## src/rtl/wdg_pkg.sv

```systemverilog
package wdg_pkg;

  typedef enum logic {
    WD_ARMED   = 1'b0,
    WD_EXPIRED = 1'b1
  } wd_state_e;

endpackage

```

## src/rtl/wdg_kick_edge.sv

```systemverilog
// Brings the asynchronous kick line into the clock domain and flags any change.
module wdg_kick_edge #(
  parameter int STAGES = 2
) (
  input  logic clk_i,
  input  logic rst_ni,
  input  logic kick_i,
  output logic edge_o
);

  logic [STAGES-1:0] sync_q;
  logic              prev_q;

  always_ff @(posedge clk_i or negedge rst_ni) begin
    if (!rst_ni) sync_q[0] <= 1'b0;
    else         sync_q[0] <= kick_i;
  end

  for (genvar g = 1; g < STAGES; g++) begin : g_sync
    always_ff @(posedge clk_i or negedge rst_ni) begin
      if (!rst_ni) sync_q[g] <= 1'b0;
      else         sync_q[g] <= sync_q[g-1];
    end
  end

  always_ff @(posedge clk_i or negedge rst_ni) begin
    if (!rst_ni) prev_q <= 1'b0;
    else         prev_q <= sync_q[STAGES-1];
  end

  assign edge_o = sync_q[STAGES-1] ^ prev_q;

endmodule

```

## src/rtl/wdg_tick_timer.sv

```systemverilog
// Counts timebase ticks up to the limit; a clear always beats the expiry.
module wdg_tick_timer #(
  parameter int LIMIT = 1600,
  parameter int CNT_W = 11
) (
  input  logic             clk_i,
  input  logic             rst_ni,
  input  logic             clear_i,
  input  logic             run_i,
  input  logic             tick_i,
  output logic [CNT_W-1:0] cnt_o,
  output logic             expire_o
);

  localparam logic [CNT_W-1:0] LAST = CNT_W'(LIMIT - 1);

  logic [CNT_W-1:0] cnt_q, cnt_d;
  logic             cnt_en;
  logic             step;

  assign step     = run_i & tick_i;
  assign expire_o = step & (cnt_q == LAST) & ~clear_i;
  assign cnt_en   = clear_i | step;

  always_comb begin
    if (clear_i || expire_o) cnt_d = '0;
    else                     cnt_d = cnt_q + CNT_W'(1);
  end

  always_ff @(posedge clk_i or negedge rst_ni) begin
    if (!rst_ni)     cnt_q <= '0;
    else if (cnt_en) cnt_q <= cnt_d;
  end

  assign cnt_o = cnt_q;

endmodule

```

## src/rtl/wdg_expiry.sv

```systemverilog
// Holds the timed-out condition until a release event.
module wdg_expiry
  import wdg_pkg::*;
(
  input  logic clk_i,
  input  logic rst_ni,
  input  logic release_i,
  input  logic expire_i,
  output logic expired_o
);

  wd_state_e state_q, state_d;

  always_comb begin
    state_d = state_q;
    if (release_i)     state_d = WD_ARMED;
    else if (expire_i) state_d = WD_EXPIRED;
  end

  always_ff @(posedge clk_i or negedge rst_ni) begin
    if (!rst_ni) state_q <= WD_ARMED;
    else         state_q <= state_d;
  end

  assign expired_o = (state_q == WD_EXPIRED);

endmodule

```

## src/rtl/edge_kick_watchdog.sv

```systemverilog
module edge_kick_watchdog #(
  parameter int TIMEOUT_TICKS = 1600,
  parameter int SYNC_STAGES   = 2
) (
  input  logic clk_i,
  input  logic rst_ni,
  input  logic kick_i,
  input  logic rst_active_i,
  input  logic mr_n_i,
  input  logic supply_ok_i,
  input  logic kick_float_i,
  input  logic tick_i,
  output logic wdo_n_o
);

  localparam int CNT_W = (TIMEOUT_TICKS > 2) ? $clog2(TIMEOUT_TICKS) : 1;

  logic             kick_edge_w;
  logic             expire_w;
  logic             expired_w;
  logic             timer_clear;
  logic             expiry_release;
  logic [CNT_W-1:0] cnt_w;

  wdg_kick_edge #(.STAGES(SYNC_STAGES)) u_edge (
    .clk_i  (clk_i),
    .rst_ni (rst_ni),
    .kick_i (kick_i),
    .edge_o (kick_edge_w)
  );

  assign timer_clear    = kick_edge_w | rst_active_i | kick_float_i;
  assign expiry_release = kick_edge_w | ~mr_n_i | kick_float_i;

  wdg_tick_timer #(.LIMIT(TIMEOUT_TICKS), .CNT_W(CNT_W)) u_timer (
    .clk_i    (clk_i),
    .rst_ni   (rst_ni),
    .clear_i  (timer_clear),
    .run_i    (~expired_w),
    .tick_i   (tick_i),
    .cnt_o    (cnt_w),
    .expire_o (expire_w)
  );

  wdg_expiry u_expiry (
    .clk_i     (clk_i),
    .rst_ni    (rst_ni),
    .release_i (expiry_release),
    .expire_i  (expire_w),
    .expired_o (expired_w)
  );

  // Supply path is combinational so recovery needs no clock edge.
  assign wdo_n_o = supply_ok_i & ~expired_w;

endmodule

```

## config.mk

```make
export PLATFORM = sky130hd
export DESIGN_NAME = edge_kick_watchdog
export DESIGN_NICKNAME = d
export VERILOG_FILES = /design/src/rtl/wdg_pkg.sv /design/src/rtl/wdg_kick_edge.sv /design/src/rtl/wdg_tick_timer.sv /design/src/rtl/wdg_expiry.sv /design/src/rtl/edge_kick_watchdog.sv
export SDC_FILE = /design/constraint.sdc
export NUM_CORES = 1
export LEC_CHECK = 0
export BUFFER_PORTS_ARGS = -buffer_cell sky130_fd_sc_hd__clkbuf_2
export CAP_MARGIN = 25
export CORE_MARGIN = 2
export CORE_UTILIZATION = 49
export DETAILED_ROUTE_END_ITERATION = 7
export GPL_TIMING_DRIVEN = 0
export PLACE_DENSITY_LB_ADDON = 0.15
export SLEW_MARGIN = 20
export SYNTH_ARGS = -nofsm -noshare
export SYNTH_HDL_FRONTEND = slang
export SYNTH_SLANG_ARGS = --single-unit
```

## constraint.sdc

```tcl
create_clock -name clk_i -period 1.8 [get_ports clk_i]
set_clock_uncertainty 0.2 [all_clocks]
set_input_delay 0.09 -clock clk_i [delete_from_list [all_inputs] [get_ports clk_i]]
set_output_delay 0.09 -clock clk_i [all_outputs]
set_load 0.1 [all_outputs]
```

==> flow_metrics.tcl <==
set metrics [dict create \
    status "complete, but fails checks" \
    violations "setup timing" \
    place_ws_ns -0.120 \
    vias 746 \
    reg2reg_from "u_timer.cnt_o[6]" \
    drtAntennaViolNets 0 \
    maxCapViolations 0 \
    grt_pass1_vias 691 \
    setup_viol 11 \
    fp.coreArea_um2 1470 \
    cp_data_arrival_time_ns 1.92 \
    cts-root-buf "clkbuf_4" \
    totalWireLength_um 2390 \
    slowest_stage "or4b_4" \
    fin_ws_ns -0.102 \
    yosysTopAreaCellShare_pct 49.4 \
    path_max_fanout 2 \
    io_pins 9 \
    cp-end-kind "register" \
    clock-sinks 15 \
    timing_hold_violations_final 0 \
    ys_ff_latch 15 \
    grt_pass1_wl_um 3060 \
    maxSlewViolCount 0 \
    syn-num-nets 80 \
    p_leak_nw 0.443 \
    power_uw 621 \
    crit_path_max_incr_delay_ns 0.56 \
    fin_area_um2 1090 \
    placed_area_um2 822 \
    synth.area.top_cells "dfrtp_1 49%, a21oi_1 4.0%, o31ai_1 4.0%" \
    rsz0062_at_grt "true" \
    synthesis.area_per_instance_um2 10.7 \
    wl_per_cell_um 20.7 \
    whs_ns 0.0187 \
    crit_family "simple AND/OR/NAND/NOR gates" \
    relSlewSlack_pct 64.2 \
    grt_max_degree 16 \
    first_pass_iters 4 \
    crit_path_cell_trace "or4b_4, nor4_4, buf_4, nor2b_2, o211a_1" \
    clkTransAtPathRegs_ns 0.09 \
    port-buffer-count 8 \
    antenna_found_initial 0 \
    layout-drive-gt1-share_pct 49.5 \
    yosysTopAreaCell "dfrtp_1" \
    period_needed_ns 1.90 \
    die_w_um 43.4 \
    worstSetupPathType "reg -> reg" \
    powerDensity_nw_per_um2 568 \
    synth_ff_type "dfrtp_1" \
    fp-row-count 14 \
    worst_pin_slew_ns 0.539 \
    die-area_um2 1880 \
    startpoint "u_timer.cnt_o[6]" \
    clk_latency_ns 0.28 \
    netlist_area_um2 759 \
    synth_edf_count 0 \
    antennaDiodeCount 0 \
    utilization_pct 74.2 \
    final_nets 109 \
    hold_path.class "in -> reg" \
    ir_drop_mv 0.362 \
    syn_inst 71 \
    numCtsBuffers 3 \
    required_ns 1.82 \
    vias_per_cell 6.49 \
    synth_async_sr_flop_share_pct 100 \
    yosysMostFrequentCell "dfrtp_1" \
    max_clock_freq_mhz 526 \
    grt_use_total_pct 22.2 \
    timing.final.crit_share_pct 106 \
    cts_tree "yes" \
    drc 0 \
    die_height_um 43.4 \
    overflow 0 \
    start_util_pct 51.6 \
    ys_warn_count 0 \
    cp_num_buf_inv 1 \
    clock_path_buffers 2 \
    gp_congestion 0.762 \
    htree_levels 1 \
    drt_first_iter_violations 35 \
    area_delta_synth_final_pct 43.8 \
    min_from "tick_i" \
    startpoint_type "register" \
    seq_area_frac_synth_pct 49.4 \
    dp.final_hpwl_um 992 \
    netlist_top_cells_count "15 x dfrtp_1, 7 x nand2_1, 6 x a21oi_1" \
    synthDistinctLibCells 29 \
]
-- kinds of logic (layout without fill, tap and decap cells) --
logic type	Yosys count	in the layout	synth area share, %
compound gates	19	19	17.0
xor+xnor	3	3	4.45
fa+ha+maj	1	1	1.65
buf+inv	1	29	1.48
flops	15	15	49.4
simple gates	32	32	26.0
-- path summary, 6_finish.rpt --
| path | slack (ns) | to | depth (start not counted) |
|---|---|---|---|
| max | -0.10 | u_expiry.expired_o | 5 |
| min | 0.02 | u_timer.cnt_o[1] | 4 |
| max reg2reg | -0.10 | u_expiry.expired_o | 5 |
| min reg2reg | 0.15 | u_edge.sync_q[1] | 0 |
| max in group asynchronous | 1.06 | u_timer.cnt_o[0] | 2 |
| min in group asynchronous | 0.05 | u_timer.cnt_o[8] | 2 |
-- flip-flops by register name (all words and copies together) (netlist names) --
signal / count
u_edge.prev_q: 1
u_timer.cnt_o: 11
u_edge.sync_q: 2
u_expiry.expired_o: 1
-- tightest hold or removal path, stage by stage --
cell      delay, ns
clkbuf_2       0.10
nor2b_4        0.15
nand2_1        0.08
o21ai_2        0.05
-- power by group --
part / switching, mW / internal (mW)
Sequential: 0.00514 / 0.341
Combinational: 0.0495 / 0.0300
Clock: 0.109 / 0.0860
Total: 0.163 / 0.457
-- metal layers --
layer,wire [um],track usage (%)
met5,0,0
met4,80,13.9
met3,125,5.42
met2,1290,35.8
met1,893,26.6
-- cells in the final DEF (no fill, tap or decap), types with 3 or more instances in the layout --
cell            n
a21oi_2         6
buf_4          10
clkbuf_2        8
clkbuf_4        3
dfrtp_1        12
dfrtp_2         3
dlygate4sd3_1   5
nand2_1         6
nand3_1         3
o21ai_0         4
o31ai_1         4
-- per-stage QoR --
stage,setup TNS (ns),std cells
after global placement,-0.931,95
after floorplan,0,71
after CTS,-0.172,111
after global routing,-1.07,115
final,-0.712,115
after detailed placement,-0.983,95
-- area by class of cell --
class | count | area (um^2)
Multi-Input combinational cell | 55 | 479
Clock buffer | 4 | 26.3
Timing Repair Buffer | 24 | 176
Buffer | 1 | 11.3
Fill cell | 102 | 379
Tap cell | 16 | 20.0
Sequential cell | 15 | 379
-- what timing repair did --
action,4_1_cts,5_1_grt
hold buffers,5,0
setup buffers,6,4
gates cloned,1,0
setup endpoints to repair,11,12
gates resized for setup,11,14
pin swaps,3,1
endpoints found under the hold margin,18,0
Note: power is estimated with default switching activity, not from simulation.
